$ cat config.mk
export PLATFORM = sky130hd
export DESIGN_NAME = dma_evt_irq
export DESIGN_NICKNAME = d
export VERILOG_FILES = /design/src/rtl/dma_evt_irq.sv
export SDC_FILE = /design/constraint.sdc
export NUM_CORES = 1
export LEC_CHECK = 0
export BUFFER_PORTS_ARGS = -buffer_cell sky130_fd_sc_hd__buf_2
export CAP_MARGIN = 20
export CORE_MARGIN = 5
export CORE_UTILIZATION = 35
export CTS_BUF_LIST = sky130_fd_sc_hd__clkbuf_8
export DETAILED_ROUTE_END_ITERATION = 6
export GPL_TIMING_DRIVEN = 0
export SLEW_MARGIN = 20
export SYNTH_ARGS = -nofsm -noshare
export SYNTH_HDL_FRONTEND = slang
export SYNTH_SLANG_ARGS = --single-unit
$ cat constraint.sdc
create_clock -name clk -period 3.1 [get_ports clk]
set_input_delay 0.31 -clock clk [delete_from_list [all_inputs] [get_ports clk]]
set_output_delay 0.31 -clock clk [all_outputs]
set_load 0.02 [all_outputs]
$ cat src/rtl/dma_evt_irq.sv
module dma_evt_irq #(
  parameter int NUM_CH = 16,
  parameter int ADDR_W = 3
) (
  input  logic                  clk,
  input  logic                  rst_n,
  input  logic [NUM_CH-1:0]     half_evt,
  input  logic [NUM_CH-1:0]     end_evt,
  input  logic                  reg_wen,
  input  logic [ADDR_W-1:0]     reg_addr,
  input  logic [2*NUM_CH-1:0]   reg_wdata,
  output logic [2*NUM_CH-1:0]   reg_rdata,
  output logic                  irq
);
  localparam int DW = 2 * NUM_CH;
  localparam logic [ADDR_W-1:0] EN_OFS   = ADDR_W'(0);
  localparam logic [ADDR_W-1:0] PEND_OFS = ADDR_W'(4);

  logic [DW-1:0] en_r, pend_r, evt_vec, clr_mask, set_mask;
  logic          wr_en, wr_pend;

  for (genvar n = 0; n < NUM_CH; n++) begin : g_pair
    assign evt_vec[2*n]   = half_evt[n];
    assign evt_vec[2*n+1] = end_evt[n];
  end

  assign wr_en    = reg_wen && (reg_addr == EN_OFS);
  assign wr_pend  = reg_wen && (reg_addr == PEND_OFS);
  assign clr_mask = wr_pend ? reg_wdata : '0;
  assign set_mask = evt_vec & en_r;

  always_ff @(posedge clk) begin
    if (!rst_n) begin
      en_r   <= '0;
      pend_r <= '0;
    end else begin
      if (wr_en) en_r <= reg_wdata;
      pend_r <= (pend_r & ~clr_mask) | set_mask;
    end
  end

  always_comb begin
    case (reg_addr)
      EN_OFS:   reg_rdata = en_r;
      PEND_OFS: reg_rdata = pend_r;
      default:  reg_rdata = '0;
    endcase
  end

  assign irq = |(pend_r & en_r);
endmodule


; ---- Word-level counts from Yosys, hierarchy flattened
; Index checks and enable logic that the tools add are counted.
[op_classes]
n_eq_ne = 1
n_mux = 2
reduce_logical = 4
bitwise = 5
[op_table]
columns = cell, count
row1 = bitwise AND 32 bit, 3
row2 = case mux 32 bit (2 select lines), 1
row3 = two-way mux 32 bit, 1
row4 = inverter 32 bit, 1
row5 = bitwise OR 32 bit, 1
row6 = OR reduction 32 bit, 1
row7 = "equality test 3 bit, second input constant", 1
row8 = zero test 3 bit, 1
row9 = logical AND 1 bit, 2
[totals]
regBits = 64
input_bits = 70

; ---- Logic depth before layout (Yosys ltp)
[logic_depth]
ltp_word = 6
ltp_mapped = 5

; ---- Worst setup path after synthesis
; OpenSTA, ideal clock, no wires.
[synth_path]
path_kind = input -> output
from = in reg_addr[1]
to = out reg_rdata[0]
stages = 3
t_arrival_ps = 1252
n_path_buf = 1
slack_ps = 1538
cell_sequence = nor3_1 -> clkbuf_1 -> a22o_1
[synth_via]
elab_chain_cells = 2
[synth_rtl]
columns = element, line_no
row1 = "start, declared", 10  ; input logic [ADDR_W-1:0] reg_addr,
row2 = equality test 3 bit / zero test 3 bit (equally long branches), 43  ; case (reg_addr)
row3 = case mux 32 bit (2 select lines) *, 43
row4 = "end, declared", 12  ; output logic [2*NUM_CH-1:0] reg_rdata,
; Every way passes the cells marked *; elsewhere a longest branch is shown, timed or not.

; ---- Worst setup path after layout
[layout_path]
from = in reg_addr[1]
to = out reg_rdata[2]
; The elaborated chain is that of the path after synthesis.

==> flow_summary.yaml <==
sta:
  slew_headroom: 0.511
  hold_viol: 0
  finalSetupViolCount: 0
  fin_ws_ns: 0.829
  worstMarginPinSlew_ns: 0.734
  rsz0062_at_grt: "no"
  fin_skew_ns: 0.00719
  drv_slew: 0
  fin_crit_sh: 0.732
  fin_setup_tns_ns: 0
  fmax_ghz: 0.440
  holdWs_ns: 0.174
  fin_crit_ns: 2.27
clocking:
  clk_latency_ns: 0.34
  post-cts-setup-buffers: 0
  cts_buffers: 9
  cts_resized: 0
  cts-root-buf: "clkbuf_8"
  clk_pin_slew_ns: 0.07
  cts_tree: "built"
  htreeDepth: 3
  numClockSinks: 64
  cts_hold_buf: 0
  cts_buffer_depth: 2
place:
  placed_area_um2: 3470
  place_ws_ns: 0.875
  portBuffers: 102
  place_congestion: 0.814
  dp_hpwl_um: 7140
die:
  die_h_um: 99.9
  rows: 32
  start_util: 0.362
  die_area_um2: 9980
  core_area_um2: 7810
  die_w_um: 99.9
  pin_count: 103
flow_run:
  maxCapViolCount: 0
pwr:
  total_power_mw: 1.75
  ir_worst_vdd_mv: 0.204
  leakagePower_nw: 1.41
  p_per_area_nw_per_um2: 475
yosys:
  ys_types: 16
  avgSynthCellArea_um2: 8.37
  yosys_warnings: 0
  synth_cells: 338
  ys_ff_latch: 64
  syn_area_um2: 2830
  syn_nets: 408
  yosysSeqAreaShare: 0.453
detailed_routing:
  postRouteAntennaNets: 0
  drtIter0Drc: 164
  drc_errors: 0
  vias: 3077
  drt-pass1-iter-count: 4
  wire_per_inst_um: 18.0
  viasPerCell: 5.52
  finalWirelength_um: 10000
final_layout:
  final_common_cell: "buf_2"
  diodes: 0
  areaGrowthSynthToFinish_pct: 29.8
  final_cell_mix: "buf_2 (113), nand2_1 (96), a21oi_1 (64), dfxtp_1 (64)"
  nets: 521
  design_area_um2: 3670
  post_route_cells_drive_above_1_share: 0.288
setup_path:
  crit_chain: "buf_2 > nor3_1 > clkbuf_1 > a22o_1 > buf_2"
  crit_slowest_cell: "clkbuf_1"
  cpPeakStageDelay_ns: 0.58
  timing.rr.start: "en_r[2]$_SDFFE_PN0P_"
  path_buf_inv: 3
  cp-startpoint: "reg_addr[1]"
  critPathMaxFanout: 10
  critPathTopFamily: "buffers and inverters"
  end_kind: "output port"
  required_ns: 2.79
  crit_type: "in -> out"
  critPathLaunchType: "input port"
  cp_common_cell: "buf_2"
  cp.arrival_ns: 1.96
global_route:
  grt_pass1_wl_um: 15100
  grt_usage: 0.197
  gr-total-overflow: 0
  antenna_found_initial: 0
  grt_pass1_vias: 2893
  grt_max_degree: 11
worst_hold_path:
  hold_path.class: "in -> reg"
  min_from: "reg_wdata[0]"
run_status:
  outcome: "complete, no violations"
[sequential cells by signal, indices dropped and copies added (netlist names)]
signal	cells
pend_r	32
en_r	32
[worst reg2reg max path, stage by stage, from the launching register on]
cell      delay (ns)
dfxtp_1         0.41
nand2_1         0.08
a311oi_1        0.31
[Yosys cell counts (all sizes together)]
cell type / number / area (um^2)
buf: 11 / 55.1
nor3b: 1 / 12.5
clkbuf: 12 / 45.0
a21oi: 64 / 320
nor3: 1 / 5.00
or4: 1 / 7.51
a22oi: 16 / 120
nor4b: 1 / 15.0
nand4: 4 / 25.0
dfxtp: 64 / 1280
nand2: 96 / 360
inv: 1 / 3.75
or4b: 1 / 10.0
and2: 1 / 6.26
a22o: 32 / 280
a311oi: 32 / 280
[routing by layer]
metal  vias to the layer above  wire length (um)  GRT usage  part of all wire
li1                       1508                 -          -                 -
met1                      1454              4630      0.258              0.46
met2                       109              4730      0.326              0.47
met3                         6               591     0.0389             0.059
met4                         0                92     0.0588            0.0092
met5                         -                 0          0                 0
[cell type report]
type,count,area (um^2)
clock buffers,12,165
clock inverters,3,40.0
well taps,102,128
inverters,1,3.75
fillers,808,4140
repair buffers,102,510
multi-input cells,250,1440
plain buffers,23,100
flip-flops and latches,64,1280
[metrics by stage]
stage | instances | util
after floorplan | 338 | -
after global placement | 542 | 0.444
after detailed placement | 542 | 0.444
after CTS | 557 | 0.470
after global routing | 557 | 0.470
final | 557 | 0.470
[power by group]
group / internal, mW / switching [mW]
clock network: 0.430 / 0.317
logic: 0.0553 / 0.0906
registers: 0.837 / 0.0154
total: 1.32 / 0.423
[path summary, 6_finish.rpt]
path                                to  cells after the start  slack, ns
hold reg to reg   en_r[5]$_SDFFE_PN0P_                      2       0.51
hold / removal    pend_r[0]$_SDFF_PN0_                      2       0.17
setup reg to reg  pend_r[2]$_SDFF_PN0_                      2       2.20
setup / recovery          reg_rdata[2]                      5       0.83
[kinds of logic after synthesis]
family          count (synthesis)  share of synthesized area
simple gates                  106                      0.156
buf+inv                        24                     0.0367
compound gates                144                      0.354
flops                          64                      0.453
Note: power is estimated with default switching activity, not from simulation.
